### config.mk
export PLATFORM = sky130hd
export DESIGN_NAME = spi_img_loader
export DESIGN_NICKNAME = d
export VERILOG_FILES = /design/src/rtl/spi_img_pkg.sv /design/src/rtl/spi_img_sclk.sv /design/src/rtl/spi_img_packer.sv /design/src/rtl/spi_img_loader.sv
export SDC_FILE = /design/constraint.sdc
export NUM_CORES = 1
export LEC_CHECK = 0
export ABC_AREA = 0
export BUFFER_PORTS_ARGS = -buffer_cell sky130_fd_sc_hd__buf_4
export CAP_MARGIN = 20
export CELL_PAD_IN_SITES_DETAIL_PLACEMENT = 1
export CELL_PAD_IN_SITES_GLOBAL_PLACEMENT = 1
export CORE_ASPECT_RATIO = 0.9
export CORE_UTILIZATION = 47
export CTS_CLUSTER_SIZE = 24
export DETAILED_ROUTE_END_ITERATION = 8
export GPL_TIMING_DRIVEN = 0
export HOLD_SLACK_MARGIN = 0.06
export PLACE_DENSITY = 0.84
export SETUP_SLACK_MARGIN = 0.02
export SLEW_MARGIN = 10
export SYNTH_ARGS = -nofsm -noshare
export SYNTH_HDL_FRONTEND = slang
export SYNTH_SLANG_ARGS = --single-unit
### constraint.sdc
create_clock -name clk -period 7.35 [get_ports clk]
set_input_delay 1.1025 -clock clk [delete_from_list [all_inputs] [get_ports clk]]
set_output_delay 1.1025 -clock clk [all_outputs]
set_load 0.01 [all_outputs]
### src/rtl/spi_img_pkg.sv
package spi_img_pkg;

  localparam int ADDR_W   = 24;
  localparam int OP_W     = 8;
  localparam int CMD_BITS = OP_W + ADDR_W;
  localparam int BYTE_W   = 8;
  localparam int DUMMY_W  = 6;

  typedef enum logic [1:0] {
    ST_IDLE,
    ST_XFER,
    ST_TAIL
  } ld_state_t;

  typedef struct packed {
    logic               ok;
    logic [OP_W-1:0]    opcode;
    logic [DUMMY_W-1:0] dummy;
  } rd_variant_t;

  // Variant code to read instruction and dummy clock count.
  function automatic rd_variant_t decode_variant(input logic [2:0] code);
    rd_variant_t r;
    r = '0;
    case (code)
      3'b000: begin r.ok = 1'b1; r.opcode = 8'h03; r.dummy = 6'd0;  end
      3'b001: begin r.ok = 1'b1; r.opcode = 8'h0B; r.dummy = 6'd8;  end
      3'b010: begin r.ok = 1'b1; r.opcode = 8'h0B; r.dummy = 6'd16; end
      3'b011: begin r.ok = 1'b1; r.opcode = 8'hE8; r.dummy = 6'd32; end
      default: r = '0;
    endcase
    return r;
  endfunction

endpackage

### src/rtl/spi_img_sclk.sv
module spi_img_sclk #(
  parameter int DIV_W = 8
) (
  input  logic             clk,
  input  logic             rst,
  input  logic             run,
  input  logic             adv,
  input  logic [DIV_W-1:0] div,
  output logic             sclk,
  output logic             rise,
  output logic             fall
);

  logic [DIV_W-1:0] cnt;
  logic             tick;

  assign tick = run && adv && (cnt == div);
  assign rise = tick && !sclk;
  assign fall = tick && sclk;

  always_ff @(posedge clk) begin
    if (rst || !run) begin
      cnt  <= '0;
      sclk <= 1'b0;
    end else if (adv) begin
      if (cnt == div) begin
        cnt  <= '0;
        sclk <= ~sclk;
      end else begin
        cnt <= cnt + 1'b1;
      end
    end
  end

endmodule

### src/rtl/spi_img_packer.sv
module spi_img_packer
  import spi_img_pkg::*;
(
  input  logic              clk,
  input  logic              rst,
  input  logic              clear,
  input  logic              bit_en,
  input  logic              bit_in,
  input  logic              take,
  output logic              valid,
  output logic [BYTE_W-1:0] data
);

  localparam int IDX_W = $clog2(BYTE_W);

  logic [BYTE_W-2:0] sr;
  logic [IDX_W-1:0]  idx;
  logic              last;

  assign last = (idx == IDX_W'(BYTE_W - 1));

  always_ff @(posedge clk) begin
    if (rst || clear) begin
      sr    <= '0;
      idx   <= '0;
      valid <= 1'b0;
      data  <= '0;
    end else begin
      if (valid && take) valid <= 1'b0;
      if (bit_en) begin
        sr  <= {sr[BYTE_W-3:0], bit_in};
        idx <= last ? '0 : idx + 1'b1;
        if (last) begin
          data  <= {sr, bit_in};
          valid <= 1'b1;
        end
      end
    end
  end

endmodule

### src/rtl/spi_img_loader.sv
module spi_img_loader
  import spi_img_pkg::*;
#(
  parameter int LEN_W = 16,
  parameter int DIV_W = 8
) (
  input  logic              clk,
  input  logic              rst,
  input  logic              start,
  input  logic [2:0]        variant,
  input  logic [ADDR_W-1:0] start_addr,
  input  logic [LEN_W-1:0]  length,
  input  logic [DIV_W-1:0]  div_half,
  output logic              cs_n,
  output logic              sclk,
  output logic              mosi,
  input  logic              miso,
  output logic              hold_n,
  output logic              wp_n,
  output logic              busy,
  output logic              done,
  output logic              err,
  output logic              bit_valid,
  output logic              bit_data,
  output logic              byte_valid,
  input  logic              byte_ready,
  output logic [BYTE_W-1:0] byte_data
);

  localparam int CNT_W = LEN_W + 4;

  ld_state_t             state;
  rd_variant_t           dec;
  logic                  launch;
  logic                  reject;
  logic [CMD_BITS-1:0]   cmd_sr;
  logic [CNT_W-1:0]      edge_cnt;
  logic [CNT_W-1:0]      edge_last;
  logic [CNT_W-1:0]      data_from;
  logic [DIV_W-1:0]      div_q;
  logic                  rise;
  logic                  fall;
  logic                  stall;
  logic                  data_bit;

  assign dec    = decode_variant(variant);
  assign launch = (state == ST_IDLE) && start && dec.ok && (length != '0);
  assign reject = (state == ST_IDLE) && start && !(dec.ok && (length != '0));

  assign busy   = (state != ST_IDLE);
  assign mosi   = cmd_sr[CMD_BITS-1];
  assign hold_n = 1'b1;
  assign wp_n   = 1'b1;

  assign stall    = byte_valid && !byte_ready;
  assign data_bit = (state == ST_XFER) && rise && (edge_cnt >= data_from);

  spi_img_sclk #(.DIV_W(DIV_W)) u_sclk (
    .clk  (clk),
    .rst  (rst),
    .run  (busy),
    .adv  (!stall),
    .div  (div_q),
    .sclk (sclk),
    .rise (rise),
    .fall (fall)
  );

  spi_img_packer u_pack (
    .clk    (clk),
    .rst    (rst),
    .clear  (launch),
    .bit_en (data_bit),
    .bit_in (miso),
    .take   (byte_ready),
    .valid  (byte_valid),
    .data   (byte_data)
  );

  always_ff @(posedge clk) begin
    if (rst) begin
      state     <= ST_IDLE;
      cs_n      <= 1'b1;
      done      <= 1'b0;
      err       <= 1'b0;
      cmd_sr    <= '0;
      edge_cnt  <= '0;
      edge_last <= '0;
      data_from <= '0;
      div_q     <= '0;
      bit_valid <= 1'b0;
      bit_data  <= 1'b0;
    end else begin
      done      <= 1'b0;
      bit_valid <= data_bit;
      if (data_bit) bit_data <= miso;
      unique case (state)
        ST_IDLE: begin
          if (reject) err <= 1'b1;
          if (launch) begin
            err       <= 1'b0;
            cs_n      <= 1'b0;
            cmd_sr    <= {dec.opcode, start_addr};
            edge_cnt  <= '0;
            data_from <= CNT_W'(CMD_BITS) + CNT_W'(dec.dummy);
            edge_last <= CNT_W'(CMD_BITS) + CNT_W'(dec.dummy)
                         + {1'b0, length, 3'b000} - 1'b1;
            div_q     <= div_half;
            state     <= ST_XFER;
          end
        end
        ST_XFER: begin
          if (fall) cmd_sr <= {cmd_sr[CMD_BITS-2:0], 1'b0};
          if (rise) begin
            if (edge_cnt == edge_last) state <= ST_TAIL;
            else edge_cnt <= edge_cnt + 1'b1;
          end
        end
        ST_TAIL: begin
          if (fall) begin
            cs_n  <= 1'b1;
            done  <= 1'b1;
            state <= ST_IDLE;
          end
        end
        default: state <= ST_IDLE;
      endcase
    end
  end

endmodule

==> results of run 1 <==
routing by layer:
metal / vias to the layer above / global-route usage, % / wire [um] / share of wire [%]
met5: - / 0 / 0 / 0
met4: 0 / 12.0 / 442 / 2.2
met3: 41 / 5.58 / 920 / 4.5
met2: 163 / 51.1 / 9770 / 48
met1: 3081 / 38.2 / 9280 / 45
li1: 2990 / - / - / -
cell type report:
type,count,area [sq um]
flip-flops and latches,117,2340
clock buffers,19,453
fillers,1611,5570
clock inverters,13,149
plain buffers,52,259
multi-input cells,579,3720
repair buffers,72,541
inverters,44,165
well taps,168,210
logic make-up (layout without fill, tap and decap cells):
| family | count (synthesis) | in the layout | synth area share (%) |
|---|---|---|---|
| other | 1 | 2 | 0.0578 |
| AO/OA/AOI/OAI | 175 | 175 | 19.6 |
| buffers and inverters | 96 | 200 | 6.54 |
| multiplexers | 11 | 11 | 1.70 |
| XOR/XNOR | 40 | 40 | 5.40 |
| flip-flops | 117 | 117 | 36.1 |
| AND/OR/NAND/NOR | 316 | 316 | 23.7 |
| adder cells (fa/ha/maj) | 35 | 35 | 6.87 |
sequential cells by signal (all words and copies together) (netlist names):
signal,count
u_pack.data,8
bit_data,1
bit_valid,1
u_pack.sr,7
data_from,4
edge_last,18
div_q,8
done,1
err,1
u_pack.valid,1
u_pack.idx,3
state,2
cs_n,1
u_sclk.cnt,8
u_sclk.sclk,1
edge_cnt,20
cmd_sr,32
worst min-delay path: stages, from the launching register on:
cell and delay [ps]:
dfxtp_1 310, nand2_1 50, a21oi_1 50
power groups by stage:
stage / Sequential (W) / Combinational [W] / Clock [W]
floorplan: 0.000690 / 0.000193 / 0
global placement: 0.000692 / 0.000274 / 0
detailed placement: 0.000694 / 0.000287 / 0
CTS: 0.000681 / 0.000291 / 0.000853
global route: 0.000684 / 0.000322 / 0.000875
finish: 0.000681 / 0.000294 / 0.000845
cells in the final DEF (no fill, tap or decap), types with 8 or more instances in the layout:
master       n
a22oi_1     11
clkbuf_1    26
a21oi_1     47
nor4_1       8
a211oi_1    17
mux2i_1     11
clkbuf_16   17
o21ai_1      8
xnor2_1     20
or3_1       16
buf_2       14
buf_4       80
a311oi_1    25
nand2_1    113
nor3_1      15
nand2b_1    11
dfxtp_1    117
nand3_1     26
xor2_1      20
ha_1        34
o21ai_0     11
inv_1       43
nor2_1      79
nand4_1     10
through the flow:
step	worst slack (ps)	std cells
after floorplan	3590	792
after global placement	3150	1032
after detailed placement	3020	1032
after CTS	3450	1064
after global routing	3280	1064
final	3410	1064
worst paths after layout:
path                                     start        endpoint  slack (ps)  cells after the start
worst min register to register  u_pack.data[0]  u_pack.data[0]         450                      2
worst min-delay path            u_pack.data[0]  u_pack.data[0]         450                      2
worst max-delay path                variant[2]   edge_last[18]        3410                     13
worst max register to register        state[0]      cmd_sr[20]        4760                      9
==> metrics, run 1 <==
status finished, final reports clean; worst hold path class flop to flop; Die Wd 126 um; placed cell areas 7240 sq um; CTS resizes 0; Synth Flop Type dfxtp_1; count of final setup violators 0; TritonCTS Buffers 17; Slew headroom 44.1%; Synth cell types 74; combinational share of power 16.1%; via count 6275; clock network fraction of total power 46.4%; Period minus WS final 3940 ps; YS warnings 0; startpoint class of the critical path input pin; hold buffer count at CTS 0; post-CTS setup buffer count 0; Synth top area share 36.1%; num rows 40; Crit. End Element flop; die area 14300 sq um; commonest cells in the netlist dfxtp_1, nand2_1, nor2_1; worst-margin pin slew 837 ps; Hold Vio Cnt, Final 0; Crit path required time 7640 ps; share of layout cells above drive strength 1 16.7%; average instance area after synthesis 8.20 sq um; Tcrit/Tclk final 53.6%; Synth area leaders dfxtp_1, ha_1, nand2_1; Max FO, Critical Path 7; Clock transition at path regs 60 ps; CP max stage delay 470 ps; Routed Antenna Nets 0; initial antenna violation count 0; Mapped Area 6480 sq um; grt ovf 0; Initial Utilization 48.3%; Core ar. 13400 sq um; asr flop ratio synth 0%; Post-synth EDFFs 0; CTS tree yes; final core utilization 58.4%; Yosys reg bits 117; vias in the first global route 6599; Skew-Pair Late Insertion Delay 430 ps; n_diodes 0; Switching Fraction 28.7%; DR pass1 iterations 5; worst path bufs/invs 3; worst-path cell chain buf_4 -> or3b_2 -> ha_1 -> inv_1 -> ha_1 -> inv_1 -> fa_1 -> nand2b_1 -> a211oi_1 -> o2111a_1 -> a211oi_2 -> o311ai_0 -> o211ai_1; fin area 7840 sq um; total power 0.00182 W; largest net degree at the start of global routing 17; hpwl dp 14.8 mm; cell-internal power 0.00130 W; Synth area leader dfxtp_1; total negative setup slack 0 ps; Pwr Density 232 nW/um^2; final wirelength 20.4 mm; most frequent cell after synthesis dfxtp_1; total I/O pin count 75; Remaining DRCs 0; post-DR wirelength/cell 19.2 um; Slew Viols, Final 0; vias per std cell 5.90; Leak 3.20 nW; Final nets 974; I/O Buffers 72; Fmax achieved 254 MHz; Sink Count 117; RePlAce Congestion 0.876; RSZ-0062 raised after global routing no; All-Layer GR Usage 30.2%; die height 113 um; Reg power frac 37.4%; CP delay by family, top compound AO/OA/AOI/OAI gates; CP Class input pin to flop; Area growth, synth to finish 20.9%; post-synthesis sequential area ratio 36.1%; Root Buffer clkbuf_16; H-tree level count 4; Worst Skew 10.6 ps; CP arrival 4230 ps; CTS Buffer Depth 2; Peak VDD IR 188 uV; first-pass GRT wire length 33.6 mm; Psw 0.000523 W; worst hold slack 452 ps; critical path's slowest cell or3b_2; Cells after Synth 791; initial DRC count 380; Max Cap Viol 0
(Power assumes the default switching activity.)
==> inputs of run 2 (changes only) <==
Settings changed: ABC_AREA 0 to 1, CORE_UTILIZATION 47 to 42, PLACE_DENSITY 0.84 to 0.8.
Clock period 7.35 ns to 3.87 ns, I/O delays scaled along.
==> metrics, run 2 <==
status finished, final reports clean; Switching Fraction 30.7%; Setup crit start variant[2]; I/O Buffers 72; Psw 0.00121 W; CTS resizes 0; RePlAce Congestion 0.840; largest net degree at the start of global routing 17; Skew-Pair Late Insertion Delay 430 ps; vias in the first global route 7278; Synth Flop Type dfxtp_1; Synth area leader dfxtp_1; Worst Skew 11.6 ps; die area 16800 sq um; Peak VDD IR 328 uV; Largest Register cmd_sr; DR pass1 iterations 5; vias per std cell 5.19; TritonCTS Buffers 17; CP arrival 3070 ps; Die Wd 136 um; R2R Setup Slk 1670 ps; final wirelength 21.6 mm; Register-to-Register Path Depth 12; Routed Antenna Nets 0; Post-synth EDFFs 0; post-DR wirelength/cell 15.8 um; Max Cap Viol 0; cell-internal power 0.00272 W; RSZ-0062 raised after global routing no; Largest register FFs 32; Pwr Density 474 nW/um^2; Top Registers cmd_sr (32), edge_cnt (20), edge_last (18); clock network fraction of total power 46.1%; post-CTS setup buffer count 0; total negative setup slack 0 ps; Final nets 1243; Clock transition at path regs 70 ps; Crit. End Element flop; n_diodes 0; Reg power frac 34.9%; initial antenna violation count 0; Remaining DRCs 0; combinational share of power 19.0%; die height 123 um; Period minus WS final 2760 ps; All-Layer GR Usage 27.4%; final core utilization 52.9%; Sink Count 117; most frequent cell after synthesis nand2_1; grt ovf 0; Crit path required time 4180 ps; Leak 3.79 nW; placed cell areas 7620 sq um; Synth area leaders dfxtp_1, nand2_1, nor2_1; H-tree level count 4; CP Class input pin to flop; Slew Viols, Final 0; Fmax achieved 362 MHz; fin area 8290 sq um; hpwl dp 15.7 mm; CTS tree yes; Core ar. 15700 sq um; post-synthesis sequential area ratio 34.3%; Hold Vio Cnt, Final 0; Max FO, Critical Path 4; initial DRC count 253; commonest non-fill, non-tap cell in the layout nand2_1; Mapped Area 6820 sq um; CP Capture Point edge_last[14]; commonest cells in the netlist nand2_1, nor2_1, dfxtp_1; share of layout cells above drive strength 1 13.8%; first-pass GRT wire length 35.2 mm; Area growth, synth to finish 21.5%; Synth cell types 44; FF-to-FF End u_pack.data[4]; total I/O pin count 75; count of final setup violators 0; num rows 43; worst hold path class input pin to flop; YS warnings 0; worst-margin pin slew 644 ps; Yosys reg bits 117; average instance area after synthesis 6.44 sq um; hold buffer count at CTS 0; r2r startpoint edge_cnt[3]; Tcrit/Tclk final 71.3%; Root Buffer clkbuf_16; startpoint class of the critical path input pin; Slew headroom 57.1%; via count 7093; Initial Utilization 43.6%; asr flop ratio synth 0%; CTS Buffer Depth 2; most frequent cells in the layout nand2_1, nor2_1, dfxtp_1; Cells after Synth 1060; Synth top area share 34.3%
[run 2: kinds of logic after synthesis]
family	share of synthesized area [%]
and+or+nand+nor	36.0
buffers and inverters	10.4
AOI/OAI and AO/OA	10.9
DFF	34.3
adders and majority gates	6.53
xor gates and xnor gates	1.80
other	0.0550
[run 2: worst min path at each step]
stage	startpoint	end	cells past startpoint
2_1_floorplan	data_from[3]	data_from[3]	1
6_report	div_half[7]	div_q[7]	3
3_5_place_dp	u_pack.data[1]	u_pack.data[1]	2
4_1_cts	div_half[7]	div_q[7]	3
5_1_grt	div_half[7]	div_q[7]	3
3_3_place_gp	u_pack.data[4]	u_pack.data[4]	2
[run 2: layout make-up]
| cell class | instances | area [sq um] |
|---|---|---|
| buffer | 44 | 241 |
| clock buffer | 17 | 425 |
| clock inverter | 15 | 241 |
| fill | 2133 | 7370 |
| inverter | 124 | 468 |
| multi-input combinational | 776 | 3770 |
| sequential | 117 | 2340 |
| tap | 202 | 253 |
| timing repair buffer | 72 | 541 |
[run 2: critical path, stage by stage]
cell     delay [ps]
buf_4           130
inv_1           120
nand3_1         100
ha_1            280
inv_1            60
ha_1            170
inv_1            60
fa_1            410
o21ai_0         400
a21oi_1         200
o21ai_0         280
nor2_1           60
o21ai_0         170
inv_1            50
[run 2: layer usage]
metal,vias to the layer above,track usage [%],part of all wire (%)
met3,47,5.70,3.5
met2,129,49.9,49
met4,0,9.44,2.4
met5,-,0,0
met1,3369,31.6,45
li1,3548,-,-
[run 2: stage by stage]
stage / setup slack, ps / hold slack [ps] / instances / power, W
6_report: 1110 / 359 / 1367 / 0.00393
2_1_floorplan: 1260 / 443 / 1061 / 0.00188
3_5_place_dp: 699 / 461 / 1335 / 0.00213
4_1_cts: 1130 / 348 / 1367 / 0.00396
3_3_place_gp: 791 / 451 / 1335 / 0.00210
5_1_grt: 930 / 351 / 1367 / 0.00411
[run 2: power groups by stage]
stage          Combinational, W  Clock [W]  Sequential [W]
2_1_floorplan          0.000506          0         0.00137
3_3_place_gp           0.000712          0         0.00139
3_5_place_dp           0.000732          0         0.00139
4_1_cts                0.000748    0.00184         0.00137
5_1_grt                0.000838    0.00189         0.00138
6_report               0.000745    0.00181         0.00137
==> inputs of run 3 (changes only) <==
Clock period 3.87 ns to 2.7 ns, I/O delays scaled along.
==> metrics, run 3 (same netlist as run 2, synthesis figures left out) <==
status finished, final reports clean; final wirelength 21.6 mm; first-pass GRT wire length 35.2 mm; Top Layer Used met4; Final Worst Setup Slack 241 ps; worst-path cell chain buf_4 -> nand2_1 -> nor2_1 -> inv_1 -> ha_1 -> inv_1 -> ha_1 -> a21oi_1 -> nand2_1 -> a21oi_1 -> o21ai_0 -> nand2_1 -> nand2_1 -> o21ai_0 -> inv_1; worst hold endpoint div_q[7]; CP delay by family, top compound AO/OA/AOI/OAI gates; Leak 3.79 nW; grt ovf 0; count of final setup violators 0; total I/O pin count 75; All-Layer GR Usage 27.4%; Die Wd 136 um; DR WL met3 753 um; most frequent cells in the layout nand2_1, nor2_1, dfxtp_1; Crit path required time 3020 ps; Area growth, synth to finish 21.5%; Place WS -296 ps; Core ar. 15700 sq um; Psw 0.00173 W; commonest non-fill, non-tap cell in the layout nand2_1; n_diodes 0; CP most frequent cell nand2_1; Worst Skew 11.9 ps; Sink Count 117; share of layout cells above drive strength 1 13.8%; CP Class input pin to flop; cell-internal power 0.00390 W; Fmax achieved 407 MHz; r2r startpoint edge_cnt[3]; hold depth 3; CTS Buffer Depth 2; wl on met1 9.77 mm; Register-to-Register Path Depth 12; vias per std cell 5.19; Initial Utilization 43.6%; Top Registers cmd_sr (32), edge_cnt (20), edge_last (18); Max FO, Critical Path 6; FF-to-FF End u_pack.data[4]; hold wc startpoint div_half[7]; DR pass1 iterations 5; die area 16800 sq um; Slew headroom 57.1%; Slew Viols, Final 0; combinational share of power 19.0%; RSZ-0062 raised after global routing no; RePlAce Congestion 0.840; post-CTS setup buffer count 0; Peak VDD IR 473 uV; clock network fraction of total power 46.1%; initial antenna violation count 0; Final nets 1243; worst path bufs/invs 4; placed insts 1335; largest net degree at the start of global routing 17; I/O Buffers 72; R2R Setup Slk 510 ps; worst-margin pin slew 643 ps; Largest register FFs 32; Remaining DRCs 0; Reg power frac 34.9%; Tcrit/Tclk final 91.1%; CTS tree yes; num rows 43; critical path's slowest cell ha_1; Final Non-Filler Cells 1367; startpoint class of the critical path input pin; initial DRC count 252; Largest Register cmd_sr; post-DR wirelength/cell 15.8 um; CP max stage delay 350 ps; H-tree level count 4; Root Buffer clkbuf_16; CP arrival 2780 ps; Max Cap Viol 0; Skew-Pair Late Insertion Delay 430 ps; die height 123 um; Switching Fraction 30.7%; Routed Antenna Nets 0; TritonCTS Buffers 17; worst hold path class input pin to flop; met2 wire length 10.6 mm; Crit. End Element flop; hpwl dp 15.7 mm; vias in the first global route 7278; Period minus WS final 2460 ps; Hold Vio Cnt, Final 0; via count 7089; Pwr Density 680 nW/um^2; Clock transition at path regs 70 ps
[run 3: cell types whose count changed in the layout (fill, tap and decap cells not counted)]
| cell | delta |
|---|---|
| o21ai_0 | -1 |
| o21ai_1 | +1 |
[run 3: worst max path at each step]
| stage | startpoint | to | slack [ps] | depth (start not counted) |
|---|---|---|---|---|
| floorplan | variant[2] | edge_last[14] | 270 | 13 |
| global placement | variant[2] | edge_last[14] | -200 | 14 |
| detailed placement | variant[2] | edge_last[14] | -300 | 14 |
| CTS | variant[2] | edge_last[14] | 140 | 14 |
| global route | variant[2] | edge_last[14] | 80 | 14 |
| finish | variant[0] | edge_last[19] | 240 | 15 |
[run 3: power by group through the flow]
stage	combinational [W]	sequential [W]	clock, W
5_1_grt	0.00120	0.00198	0.00271
3_3_place_gp	0.00102	0.00200	0
6_report	0.00107	0.00197	0.00260
3_5_place_dp	0.00105	0.00200	0
2_1_floorplan	0.000725	0.00196	0
4_1_cts	0.00107	0.00197	0.00264
[run 3: what timing repair did]
action                     CTS  global route
setup endpoints to repair    0             1
hold buffers                 0             0
resized for setup            0             1
[run 3: layout make-up]
class                      instances  area (sq um)
clock buffer                      17           425
sequential                       117          2340
tap                              202           253
timing repair buffer              72           541
clock inverter                    15           241
inverter                         124           468
buffer                            44           241
multi-input combinational        776          3770
fill                            2133          7370
[run 3: through the flow]
| step | hold WS, ps | TNS (ps) | cell area [sq um] | utilization [%] | power [W] |
|---|---|---|---|---|---|
| after floorplan | 443 | 0 | 6830 | - | 0.00269 |
| after global placement | 451 | -572 | 7620 | 48.7 | 0.00302 |
| after detailed placement | 461 | -990 | 7620 | 48.7 | 0.00305 |
| after CTS | 173 | 0 | 8290 | 52.9 | 0.00567 |
| after global routing | 176 | 0 | 8290 | 52.9 | 0.00589 |
| final | 183 | 0 | 8290 | 52.9 | 0.00564 |
[run 3: tightest hold or removal path: cells and delay by family]
| kind | cells | cell delay (ps) |
|---|---|---|
| buffers and inverters | 1 | 80 |
| and+or+nand+nor | 1 | 40 |
| AOI/OAI and AO/OA | 1 | 50 |
[run 3: per-layer routing]
metal / GRT usage (%) / vias up
met3: 5.70 / 46
li1: - / 3548
met5: 0 / -
met2: 49.9 / 130
met1: 31.6 / 3365
met4: 9.44 / 0
